**config.mk**
```make
export PLATFORM = sky130hd
export DESIGN_NAME = cfgbank_top
export DESIGN_NICKNAME = d
export VERILOG_FILES = /design/src/rtl/cfgbank_pkg.sv /design/src/rtl/cfgbank_port.sv /design/src/rtl/cfgbank_misc.sv /design/src/rtl/cfgbank_chan.sv /design/src/rtl/cfgbank_top.sv
export SDC_FILE = /design/constraint.sdc
export NUM_CORES = 1
export LEC_CHECK = 0
export ABC_AREA = 1
export CORE_ASPECT_RATIO = 0.9
export CORE_MARGIN = 5
export CORE_UTILIZATION = 31
export DETAILED_ROUTE_END_ITERATION = 8
export GPL_TIMING_DRIVEN = 1
export PLACE_DENSITY = 0.51
export REMOVE_ABC_BUFFERS = 1
export SLEW_MARGIN = 20
export SYNTH_ARGS = -nofsm -noshare
export SYNTH_HDL_FRONTEND = slang
export SYNTH_SLANG_ARGS = --single-unit
```
**constraint.sdc**
```tcl
create_clock -name clk -period 1.65 [get_ports clk]
set_input_delay 0.495 -clock clk [delete_from_list [all_inputs] [get_ports clk]]
set_output_delay 0.495 -clock clk [all_outputs]
set_load 0.01 [all_outputs]
```
**src/rtl/cfgbank_pkg.sv**
```systemverilog
package cfgbank_pkg;
  localparam int BYTE_W = 8;
  localparam int OFS_W  = 6;
  localparam int NCH    = 2;
  localparam logic [BYTE_W-1:0] ADR_PORT  = 8'h00;
  localparam logic [BYTE_W-1:0] ADR_CSEL  = 8'h05;
  localparam logic [BYTE_W-1:0] ADR_CMBUF = 8'h0F;
  localparam logic [BYTE_W-1:0] ADR_OFFS  = 8'h10;
  localparam logic [BYTE_W-1:0] ADR_BYP   = 8'h30;
  localparam logic [BYTE_W-1:0] ADR_UPD   = 8'hFF;
  localparam logic [NCH-1:0]    CSEL_DEF  = 2'b01;
endpackage

```
**src/rtl/cfgbank_port.sv**
```systemverilog
module cfgbank_port (
  input  logic       clk,
  input  logic       rst,
  input  logic       we,
  input  logic [5:0] wbits,   // {d7,d6,d5,d2,d1,d0}
  output logic       bidir,
  output logic       lsbf,
  output logic       soft_rst,
  output logic [7:0] rd_byte
);
  logic hi_bidir, hi_lsb, hi_rst, lo_rst, lo_lsb, lo_bidir;
  assign {hi_bidir, hi_lsb, hi_rst, lo_rst, lo_lsb, lo_bidir} = wbits;

  // self-clearing: the reset bit is never stored, so every write carrying it is a rising edge
  assign soft_rst = we && (hi_rst || lo_rst);

  always_ff @(posedge clk) begin
    if (rst) begin
      bidir <= 1'b0;
      lsbf  <= 1'b0;
    end else if (we) begin
      bidir <= hi_bidir || lo_bidir;
      lsbf  <= hi_lsb || lo_lsb;
    end
  end

  assign rd_byte = {bidir, lsbf, 4'b0000, lsbf, bidir};

  assert_keep_R8: assert property (@(posedge clk) disable iff (rst)
    soft_rst |=> (bidir == $past(hi_bidir || lo_bidir)) && (lsbf == $past(hi_lsb || lo_lsb)));
endmodule

```
**src/rtl/cfgbank_misc.sv**
```systemverilog
module cfgbank_misc #(
  parameter int NCH = 2
) (
  input  logic           clk,
  input  logic           rst,
  input  logic           soft_rst,
  input  logic           we_csel,
  input  logic           we_byp,
  input  logic [NCH-1:0] csel_in,
  input  logic [2:0]     byp_in,
  output logic [NCH-1:0] csel,
  output logic [2:0]     byp
);
  localparam logic [NCH-1:0] CSEL_RST = NCH'(1);

  always_ff @(posedge clk) begin
    if (rst || soft_rst) begin
      csel <= CSEL_RST;
      byp  <= '0;
    end else begin
      if (we_csel) csel <= csel_in;
      if (we_byp)  byp  <= byp_in;
    end
  end

  assert_srst_defaults_R8: assert property (@(posedge clk) disable iff (rst)
    soft_rst |=> (csel == CSEL_RST) && (byp == 3'b000));
endmodule

```
**src/rtl/cfgbank_chan.sv**
```systemverilog
module cfgbank_chan #(
  parameter int OFS_W = 6
) (
  input  logic             clk,
  input  logic             rst,
  input  logic             soft_rst,
  input  logic             stage_cm,
  input  logic             stage_ofs,
  input  logic             commit,
  input  logic             cm_in,
  input  logic [OFS_W-1:0] ofs_in,
  output logic             cm_act,
  output logic [OFS_W-1:0] ofs_act
);
  logic             cm_sh;
  logic [OFS_W-1:0] ofs_sh;

  always_ff @(posedge clk) begin
    if (rst || soft_rst) begin
      cm_sh   <= 1'b0;
      ofs_sh  <= '0;
      cm_act  <= 1'b0;
      ofs_act <= '0;
    end else begin
      if (stage_cm)  cm_sh  <= cm_in;
      if (stage_ofs) ofs_sh <= ofs_in;
      if (commit) begin
        cm_act  <= cm_sh;
        ofs_act <= ofs_sh;
      end
    end
  end

  assert_live_hold_R3: assert property (@(posedge clk) disable iff (rst)
    (!commit && !soft_rst) |=> $stable(ofs_act) && $stable(cm_act));
  assert_commit_copy_R4: assert property (@(posedge clk) disable iff (rst)
    (commit && !soft_rst) |=> (ofs_act == $past(ofs_sh)) && (cm_act == $past(cm_sh)));
  assert_stage_gate_R5: assert property (@(posedge clk) disable iff (rst)
    (!stage_ofs && !soft_rst) |=> $stable(ofs_sh));
endmodule

```
**src/rtl/cfgbank_top.sv**
```systemverilog
module cfgbank_top
  import cfgbank_pkg::*;
(
  input  logic       clk,
  input  logic       rst,
  input  logic       wr_en,
  input  logic [7:0] addr,
  input  logic [7:0] wdata,
  output logic [7:0] rdata,
  output logic       sdio_bidir,
  output logic       lsb_first,
  output logic       bp_decim,
  output logic       bp_interp1,
  output logic       bp_interp0,
  output logic       i_cmbuf_en,
  output logic       q_cmbuf_en,
  output logic [5:0] i_dc_offset,
  output logic [5:0] q_dc_offset
);
  localparam int PAD_OFS = BYTE_W - OFS_W;
  localparam int PAD_SEL = BYTE_W - NCH;

  logic             soft_rst, commit;
  logic [7:0]       port_byte;
  logic [NCH-1:0]   csel;
  logic [2:0]       byp;
  logic             cm_act  [NCH];
  logic [OFS_W-1:0] ofs_act [NCH];
  logic             hit_cm, hit_ofs;
  logic [7:0]       rd_next;

  assign hit_cm  = wr_en && (addr == ADR_CMBUF);
  assign hit_ofs = wr_en && (addr == ADR_OFFS);
  assign commit  = wr_en && (addr == ADR_UPD) && wdata[0];

  cfgbank_port u_port (
    .clk(clk), .rst(rst),
    .we(wr_en && (addr == ADR_PORT)),
    .wbits({wdata[7:5], wdata[2:0]}),
    .bidir(sdio_bidir), .lsbf(lsb_first),
    .soft_rst(soft_rst), .rd_byte(port_byte)
  );

  cfgbank_misc #(.NCH(NCH)) u_misc (
    .clk(clk), .rst(rst), .soft_rst(soft_rst),
    .we_csel(wr_en && (addr == ADR_CSEL)),
    .we_byp(wr_en && (addr == ADR_BYP)),
    .csel_in(wdata[NCH-1:0]), .byp_in(wdata[5:3]),
    .csel(csel), .byp(byp)
  );

  for (genvar c = 0; c < NCH; c++) begin : g_ch
    cfgbank_chan #(.OFS_W(OFS_W)) u_ch (
      .clk(clk), .rst(rst), .soft_rst(soft_rst),
      .stage_cm(hit_cm && csel[c]),
      .stage_ofs(hit_ofs && csel[c]),
      .commit(commit),
      .cm_in(wdata[0]), .ofs_in(wdata[OFS_W-1:0]),
      .cm_act(cm_act[c]), .ofs_act(ofs_act[c])
    );
  end

  assign {bp_decim, bp_interp1, bp_interp0} = byp;
  assign i_cmbuf_en  = cm_act[0];
  assign q_cmbuf_en  = cm_act[1];
  assign i_dc_offset = ofs_act[0];
  assign q_dc_offset = ofs_act[1];

  always_comb begin
    rd_next = '0;
    case (addr)
      ADR_PORT: rd_next = port_byte;
      ADR_CSEL: rd_next = {{PAD_SEL{1'b0}}, csel};
      ADR_BYP:  rd_next = {2'b00, byp, 3'b000};
      ADR_CMBUF: begin
        for (int c = NCH - 1; c >= 0; c--)
          if (csel[c]) rd_next = {7'd0, cm_act[c]};
      end
      ADR_OFFS: begin
        for (int c = NCH - 1; c >= 0; c--)
          if (csel[c]) rd_next = {{PAD_OFS{1'b0}}, ofs_act[c]};
      end
      default: rd_next = '0;
    endcase
  end

  always_ff @(posedge clk) begin
    if (rst) rdata <= '0;
    else     rdata <= rd_next;
  end

  assert_upd_reads_zero_R9: assert property (@(posedge clk) disable iff (rst)
    (addr == ADR_UPD) |=> (rdata == 8'h00));
endmodule

```
======== Yosys cells after proc, flatten, opt, wreduce, memory -nomap -nowiden ========
Index checks and enable logic that the tools add are counted.
W data, S select, Z words.
operators by class
  equality and inequality tests ........... 5
  muxes and demuxes ....................... 5
  reductions and logical operators ........ 17
operator list
  operator              count
  $pmux W8 S5           1
  $mux W8               2
  $logic_and A1 B1 Y1   12
  $eq A8 B3 Y1 const B  1
  $eq A8 B4 Y1 const B  1
  $eq A8 B5 Y1 const B  1
  $eq A8 B6 Y1 const B  1
  $eq A8 B8 Y1 const B  1
  $logic_not A8 Y1      1
  $mux W6               1
  $logic_or A1 B1 Y1    4
  $mux W1               1
word-level totals
  output and inout bits ................... 27
  word-level logic and storage cells ...... 40
  flip-flop bits (word level) ............. 43
  bits of input ports ..................... 19

======== Longest topological paths before layout ========
Gate-level depths: netlist of the first run.
  word-level depth ........................ 4
  mapped depth ............................ 9
  depth with buffers taken out ............ 9

======== Cells and area by module ========
From an unflattened synthesis of the first run, not the netlist that was laid out.
second synthesis, totals
  cell total of the unflattened synthesis .. 346
  area total of the unflattened synthesis .. 2190.9 um^2
by module, submodules not included
  module        times used  area an instance (um^2)  cells an instance  seq. area each (um^2)
  cfgbank_chan  2           583.1                    88                 280.3
  cfgbank_top   1           666.9                    117                160.2
  cfgbank_misc  1           202.7                    30                 100.1
  cfgbank_port  1           155.1                    23                 40.0

======== Worst setup path before layout of the first run ========
No wires, ideal clock.
  kind .................................... input to register
  start point ............................. input wr_en
  end point ............................... register g_ch[1].u_ch.ofs_act[0]
  setup slack ............................. 0.237 ns
  data required time ...................... 1.534 ns
  buffers on the path ..................... 2
  stages on the path ...................... 7
  data arrival time ....................... 1.297 ns
  path through ............................ buf_4 nand2_2 nor3_4 nand3_4 buf_6 nand2_1 a21oi_1
between the ends
  cells in the longest elaborated chain, start to end .. 3
  elaborated cells between the ends (all ways) .. 5
ends and longest elaborated chain
  element               line                text
  start, declared       cfgbank_top.sv:6    input logic wr_en,
  $logic_and A1 B1 Y1   cfgbank_top.sv:38   .we(wr_en && (addr == ADR_PORT)),
  $logic_and A1 B1 Y1   cfgbank_port.sv:15  assign soft_rst = we && (hi_rst || lo_rst);
  $logic_or A1 B1 Y1    cfgbank_chan.sv:19  if (rst || soft_rst) begin
  end signal, assigned  cfgbank_chan.sv:29  ofs_act <= ofs_sh;
  end, declared         cfgbank_chan.sv:13  output logic [OFS_W-1:0] ofs_act
Parallel ways exist; a longest one is shown, timed or not.
A chain may end at the register's enable or synchronous reset.

======== Worst setup path in the final report of the first run ========
  start point ............................. register rdata[5]
  end point ............................... output rdata[5]
RTL lines
  element                 line               text
  start, declared         cfgbank_top.sv:9   output logic [7:0] rdata,
  start signal, assigned  cfgbank_top.sv:89  else rdata <= rd_next;
No word-level cell between the ends.

==> impl_metrics.ini, run 1 <==
[pwr]
power_mw = 2.030
ir_worst_vdd_mv = 0.3799
p_leak_nw = 1.372
p_per_area_mw_per_mm2 = 678.3

[cts]
cts_hold_buf = 0
clk_path_buf_depth = 2
cts_tree = yes
cts_buffers = 5
clk_latency_ns = 0.29
path_clk_slew_ns = 0.08
cts_num_sinks = 43
htree_levels = 2
root_buffer = clkbuf_8

[critical_path]
worstSetupStartpointType = flop
path_buf_inv = 1
worstPathArrival_ns = 1.12
timing.rr.start = u_misc.csel[0]
critical-path-slowest-cell = clkdlybuf4s50_1
reg2reg_depth = 5
cp_top_family = buffers and inverters
critPathKind = reg -> out
cp-end-kind = output port
worst_path_largest_cell_delay_ns = 0.52
rrSetupSlack_ns = 0.34
crit_chain = clkdlybuf4s50_1
worstPathRequired_ns = 1.15
r2r-end = rdata[5]
path_max_fanout = 1
worstSetupEndpoint = rdata[5]
crit_start = rdata[5]
path_depth = 1

[placement]
portBuffers = 45
place_ws_ns = -0.3547
place_hpwl_um = 4080
gp_congestion = 0.8075

[timing]
period_needed_ns = 1.614
finalHoldViolCount = 0
finalSetupTns_ns = 0
tightest_slew_ns = 0.4787
slew_headroom_pct = 68.05
worst_slack_ns = 0.03643
finalSetupViolations = 0
fmax_ghz = 0.6197
slew_viol_final = 0
finalCritPeriodShare_pct = 97.79
fin_hold_ws_ns = 0.4621
fin_skew_ns = 0.008259

[floorplanning]
io_pins = 46
die_area_mm2 = 0.008094
start_util_pct = 32.06
fp.dieH_um = 85.86
fp-row-count = 27
coreArea_mm2 = 0.006182
chipWidth_um = 94.28

[worst_hold_path]
hold_class = reg -> reg

[detailed_routing]
drc = 0
vias = 1994
drt-initial-drc-count = 99
vias_per_cell = 4.637
wl_per_cell_um = 14.02
route.antenna.remaining_nets = 0
wl_um = 6027
drt-pass1-iter-count = 4

[run_status]
outcome = complete, no violations

[global_routing]
grt_pass1_wl_um = 9218
grt_pass1_vias = 1873
antenna_found_initial = 0
grt.total_usage_pct = 14.42
grt_start_max_net_pins = 27
grt-ovfl-total = 0

[synth]
synth_area_mm2 = 0.001982
syn_avg_cell_area_um2 = 7.423
synth_top_area_cell = dfxtp_1
synth_area_leaders = dfxtp_1 (43%), nand2_1 (13%), nand4_1 (8.8%)
synth_seq_cells = 43
ys_types = 23
seq_area_frac_synth_pct = 43.43
synthCells = 267
yosysTopAreaCellShare_pct = 43.43
yosysWarningCount = 0

[final_layout]
diodes = 0
nNetsFinal = 362
syn2layout_area_growth_pct = 51.01
final_layout_size_suffix_gt1_share_pct = 20.99
fillers = 647
utilization_pct = 48.41

[job]
maxCapViolCount = 0
[per-stage QoR]
| step | instance area [um^2] | instances |
|---|---|---|
| floorplan | 1874 | 252 |
| global route | 2993 | 430 |
| CTS | 2773 | 422 |
| detailed placement | 2664 | 413 |
| finish | 2993 | 430 |
| global placement | 2664 | 413 |
[sequential cells by signal, indices dropped and copies added, names as in the netlist]
signal / count
g_ch.u_ch.ofs_sh: 12
u_port.bidir: 1
u_misc.csel: 2
rdata: 8
g_ch.u_ch.cm_sh: 2
g_ch.u_ch.ofs_act: 12
u_misc.byp: 3
u_port.lsbf: 1
g_ch.u_ch.cm_act: 2
[cells by family (layout without fill, tap and decap cells)]
group                  Yosys count  after routing  share of synthesized area [%]
and+or+nand+nor                148            149                          36.05
buffers and inverters           32            107                          8.649
AOI/OAI and AO/OA               44             44                          11.87
DFF                             43             43                          43.43
[cell usage in the layout (no fill, tap or decap), types with 10 or more instances in the layout]
master	n
dfxtp_1	43
a21oi_1	30
dlymetal6s2s_1	14
nand2_1	70
inv_1	15
nand3_1	13
dlygate4sd2_1	21
clkdlybuf4s50_1	10
nor2_1	16
nand4_1	28
buf_4	29
[final cells by class]
class	instances	area [um^2]	share of cell area, %
sequential	43	860.8	28.76
clock inverter	1	30.03	1.003
timing repair buffer	83	823.3	27.51
clock buffer	6	72.57	2.425
tap	87	108.9	3.637
multi-input combinational	193	1033	34.53
inverter	17	63.81	2.132
[Yosys cell counts]
| library cell | n |
|---|---|
| a21oi_1 | 34 |
| buf_2 | 2 |
| buf_4 | 4 |
| buf_6 | 4 |
| clkbuf_1 | 4 |
| clkbuf_4 | 1 |
| dfxtp_1 | 43 |
| inv_1 | 16 |
| inv_2 | 1 |
| nand2_1 | 71 |
| nand2_2 | 6 |
| nand3_1 | 15 |
| nand3_4 | 1 |
| nand3b_1 | 1 |
| nand4_1 | 28 |
| nor2_1 | 18 |
| nor2_2 | 3 |
| nor2_4 | 2 |
| nor3_1 | 2 |
| nor3_4 | 1 |
| o211ai_1 | 3 |
| o211ai_2 | 1 |
| o21ai_0 | 6 |
[repair_timing]
item / CTS / global route
setup endpoints to repair: 53 / 48
setup buffers: 2 / 3
pin swaps: 2 / 15
gates resized for setup: 25 / 32
gates cloned: 0 / 5
[power breakdown]
| group | internal, mW | switching (mW) |
|---|---|---|
| registers | 1.04 | 0.000331 |
| logic | 0.0980 | 0.104 |
| clock network | 0.444 | 0.347 |
| total | 1.58 | 0.451 |
[routing by layer]
metal	global-route usage [%]	vias to the layer above	part of all wire, %	wire length (um)
li1	-	1057	-	-
met1	21.98	887	50	3019
met5	0	-	0	0
met2	20.94	48	44	2672
met3	2.982	2	5.0	299
met4	2.756	0	0.60	36
[worst min path at each step]
stage,from,end,cells past startpoint
after floorplan,g_ch[0].u_ch.cm_sh,g_ch[0].u_ch.cm_sh,2
after global placement,g_ch[0].u_ch.ofs_sh[1],g_ch[0].u_ch.ofs_sh[1],2
after detailed placement,g_ch[0].u_ch.ofs_sh[1],g_ch[0].u_ch.ofs_sh[1],2
after CTS,g_ch[0].u_ch.ofs_sh[1],g_ch[0].u_ch.ofs_sh[1],2
after global routing,g_ch[0].u_ch.ofs_sh[0],g_ch[0].u_ch.ofs_sh[0],2
final,g_ch[0].u_ch.ofs_sh[2],g_ch[0].u_ch.ofs_sh[2],2
(Power assumes the default switching activity.)
==> inputs of run 2 (changes only) <==
- REMOVE_ABC_BUFFERS: 1 -> default
- SKIP_CTS_REPAIR_TIMING: default -> 1
- TNS_END_PERCENT: default -> 10
==> impl_metrics.ini, run 2 (same netlist as run 1, synthesis figures left out) <==
[critical_path]
path_buf_inv = 1
cp-end-kind = output port
path_depth = 1
reg2reg_depth = 7
worst_path_largest_cell_delay_ns = 0.55
worstPathRequired_ns = 1.15
worstPathArrival_ns = 1.20
crit_chain = clkdlybuf4s50_1
critPathKind = reg -> out
worstSetupStartpointType = flop
cp_top_family = buffers and inverters
path_max_fanout = 3
rrSetupSlack_ns = 0.34
critical-path-slowest-cell = clkdlybuf4s50_1

[detailed_routing]
wl_per_cell_um = 13.93
wl_um = 5946
drc = 0
drt-initial-drc-count = 89
vias = 2029
vias_per_cell = 4.752
route.antenna.remaining_nets = 0
drt-pass1-iter-count = 4

[floorplanning]
fp.dieH_um = 85.86
chipWidth_um = 94.28
coreArea_mm2 = 0.006182
start_util_pct = 32.06
die_area_mm2 = 0.008094
fp-row-count = 27
io_pins = 46

[final_layout]
fillers = 620
syn2layout_area_growth_pct = 51.33
utilization_pct = 48.51
reg_top3 = g_ch.u_ch.ofs_act (12), g_ch.u_ch.ofs_sh (12), rdata (8)
mostFrequentLayoutCells = nand2_1 (71), dfxtp_1 (43), a21oi_1 (34), dlymetal6s2s_1 (33)
final_common_cell = nand2_1
nNetsFinal = 358
diodes = 0
final_layout_size_suffix_gt1_share_pct = 18.24
final_area_mm2 = 0.002999

[cts]
cts_num_sinks = 43
path_clk_slew_ns = 0.08
cts_buffers = 5
htree_levels = 2
root_buffer = clkbuf_8
clk_latency_ns = 0.29
cts_tree = yes
clk_path_buf_depth = 2

[global_routing]
grt_start_max_net_pins = 18
grt_pass1_vias = 1815
antenna_found_initial = 0
grt.total_usage_pct = 14.70
grt_pass1_wl_um = 9266
grt-ovfl-total = 0

[timing]
slew_headroom_pct = 71.07
finalSetupViolations = 1
finalHoldViolCount = 0
finalSetupTns_ns = -0.04608
worst_slack_ns = -0.04608
fmax_ghz = 0.5896
tightest_slew_ns = 0.4335
slew_viol_final = 0
finalCritPeriodShare_pct = 102.8
period_needed_ns = 1.696
fin_skew_ns = 0.003252
rsz0062_at_grt = yes

[placement]
portBuffers = 45
place_hpwl_um = 4377
postPlaceCellArea_mm2 = 0.002716
gp_congestion = 0.8492

[job]
maxCapViolCount = 0

[run_status]
outcome = complete, but fails checks
failed_checks = negative setup slack

[worst_hold_path]
hold_class = reg -> reg
hold_depth = 2

[pwr]
ir_worst_vdd_mv = 0.4603
p_leak_nw = 1.611
power_mw = 1.892
p_per_area_mw_per_mm2 = 631.0

[synth]
syn-num-nets = 286
run 2: tightest hold or removal path, stage by stage, from the launching register on:
cell and delay [ns]:
dfxtp_1 0.32, nand2_1 0.06, a21oi_1 0.05
run 2: path summary, 6_finish.rpt:
kind,startpoint,to
max,g_ch[0].u_ch.ofs_act[5],i_dc_offset[5]
min,g_ch[1].u_ch.cm_sh,g_ch[1].u_ch.cm_sh
max reg2reg,u_misc.csel[1],rdata[0]
min reg2reg,g_ch[1].u_ch.cm_sh,g_ch[1].u_ch.cm_sh
run 2: through the flow:
step | hold WS (ns) | setup slack [ns] | cells
final | 0.4621 | -0.04608 | 427
after global placement | 0.4511 | -0.3716 | 415
after CTS | 0.4631 | -0.1063 | 423
after global routing | 0.4721 | -0.1158 | 427
after detailed placement | 0.4508 | -0.3900 | 415
after floorplan | 0.4389 | 0.2366 | 267
run 2: cell type report:
| type | instances | area [um^2] | area share [%] |
|---|---|---|---|
| repair buffers | 80 | 888.4 | 29.62 |
| clock buffers | 5 | 68.82 | 2.295 |
| multi-input cells | 192 | 993.5 | 33.12 |
| flip-flops and latches | 43 | 860.8 | 28.70 |
| well taps | 87 | 108.9 | 3.630 |
| clock inverters | 3 | 15.01 | 0.5006 |
| inverters | 17 | 63.81 | 2.128 |
run 2: power breakdown:
part	internal (mW)	total, mW	leakage, nW	switching, mW
registers	1.04	1.04	0.346	0.000352
logic	0.0996	0.198	1.22	0.0983
clock network	0.290	0.657	0.0477	0.367
total	1.43	1.89	1.61	0.466
run 2: routing by layer:
layer / GRT usage [%] / share of wire [%]
met5: 0 / 0
met4: 4.199 / 1.3
met3: 3.596 / 4.8
met2: 22.62 / 44
met1: 20.41 / 49
==> inputs of run 3 (changes only) <==
- CORE_UTILIZATION: 31 -> 35
- PLACE_DENSITY: 0.51 -> 0.56
==> impl_metrics.ini, run 3 (same netlist as run 1, synthesis figures left out) <==
[run_status]
outcome = complete, no violations

[final_layout]
syn2layout_area_growth_pct = 47.41
fillers = 567
reg_top3 = g_ch.u_ch.ofs_act (12), g_ch.u_ch.ofs_sh (12), rdata (8)
final-seq-area_um2 = 860.8
final_layout_size_suffix_gt1_share_pct = 18.82
mostFrequentLayoutCells = nand2_1 (70), dfxtp_1 (43), a21oi_1 (34), dlymetal6s2s_1 (34), buf_4 (30)
diodes = 0
final_common_cell = nand2_1
nNetsFinal = 358
multi_input_area_um2 = 989.7

[critical_path]
worstSetupStartpointType = input pin
worst_path_largest_cell_delay_ns = 0.56
path_buf_inv = 2
cp_top_family = buffers and inverters
critical-path-slowest-cell = clkdlybuf4s50_1
worstPathArrival_ns = 1.83
worstPathRequired_ns = 1.88
rrSetupSlack_ns = 0.43
cp-end-kind = flop
path_max_fanout = 7
crit_chain = clkdlybuf4s50_1 -> nand2_2 -> nor3_4 -> buf_4 -> nand4_1 -> a21oi_1
critPathKind = in -> reg

[pwr]
pwr-share-comb_pct = 9.5
p_leak_nw = 1.608
swShare_pct = 24.51
p_int_mw = 1.418
ir_worst_vdd_mv = 0.3899
p_seq_share_pct = 55.2
clockPowerShare_pct = 35.3
p_sw_uw = 460.2
p_per_area_mw_per_mm2 = 642.8

[floorplanning]
die_area_mm2 = 0.007270
chipWidth_um = 89.32
start_util_pct = 35.42
fp-row-count = 26
fp.dieH_um = 81.39
io_pins = 46
coreArea_mm2 = 0.005595

[detailed_routing]
wl_per_cell_um = 13.68
drc = 0
vias_per_cell = 4.871
drt-pass1-iter-count = 6
wl_um = 5609
vias = 1997
drt-initial-drc-count = 74
route.antenna.remaining_nets = 0

[global_routing]
grt.total_usage_pct = 16.30
grt_pass1_wl_um = 9128
grt_pass1_vias = 1883
grt_start_max_net_pins = 23
antenna_found_initial = 0
grt-ovfl-total = 0

[cts]
clk_latency_ns = 0.29
cts_tree = yes
cts_buffers = 5
root_buffer = clkbuf_8
cts_num_sinks = 43
clk_path_buf_depth = 2
htree_levels = 2
path_clk_slew_ns = 0.09

[timing]
worst_slack_ns = 0.05063
period_needed_ns = 1.599
finalSetupViolations = 0
finalCritPeriodShare_pct = 96.93
fmax_ghz = 0.6252
fin_skew_ns = 0.006675
tightest_slew_ns = 0.3881
fin_hold_ws_ns = 0.4632
slew_headroom_pct = 74.10
rsz0062_at_grt = yes
finalHoldViolCount = 0
slew_viol_final = 0

[worst_hold_path]
hold_class = reg -> reg

[placement]
place_ws_ns = -0.3512
place_hpwl_um = 4309
portBuffers = 45
gp_congestion = 0.8181

[synth]
syn-num-nets = 286

[job]
maxCapViolCount = 0
-- run 3: cell types whose count changed in the layout (fill, tap and decap cells not counted), sizes merged --
cell           change
buf                +2
clkinv             -2
clkbuf             -1
clkdlybuf4s50      -1
clkinvlp           +1
dlymetal6s2s       +1
-- run 3: area by class of cell --
| type | count | share of cell area (%) |
|---|---|---|
| inverters | 17 | 2.184 |
| clock buffers | 6 | 2.484 |
| multi-input cells | 192 | 33.88 |
| repair buffers | 80 | 28.57 |
| well taps | 70 | 2.998 |
| flip-flops and latches | 43 | 29.46 |
| clock inverters | 2 | 0.4283 |
-- run 3: worst register-to-register path: stages (launching register included) --
cell	delay (ns)
dfxtp_1	0.56
nand2_1	0.09
nand2_1	0.06
o21ai_0	0.14
o21ai_0	0.19
inv_1	0.05
nor2_1	0.08
-- run 3: metrics by stage --
step                      area, um^2  std cells  utilization (%)  power, mW  TNS (ns)
after global routing            2922        410            52.21      1.948   -0.3650
after detailed placement        2700        402            48.26      1.233    -12.27
after floorplan                 1982        267                -      1.127         0
after global placement          2700        402            48.26      1.233    -11.14
after CTS                       2785        410            49.78      1.891    -1.254
final                           2922        410            52.21      1.878         0
-- run 3: final timing paths --
check	cells after the start	end	startpoint
worst max-delay path	6	g_ch[1].u_ch.ofs_act[2]	wr_en
worst min-delay path	2	g_ch[1].u_ch.ofs_sh[5]	g_ch[1].u_ch.ofs_sh[5]
worst max register to register	6	rdata[5]	u_misc.csel[1]
worst min register to register	2	g_ch[1].u_ch.ofs_sh[5]	g_ch[1].u_ch.ofs_sh[5]
-- run 3: power groups by stage --
stage	Combinational (mW)	Sequential [mW]	Clock [mW]
final	0.178	1.04	0.663
after global routing	0.192	1.04	0.719
after CTS	0.172	1.04	0.682
after detailed placement	0.171	1.06	0
after global placement	0.171	1.06	0
after floorplan	0.0650	1.06	0
-- run 3: per-layer routing --
layer	vias up	GRT usage [%]	share of wire (%)
met3	11	3.550	5.1
met5	-	0	0
met2	42	24.08	44
met4	0	5.357	2.0
li1	1046	-	-
met1	898	23.40	49
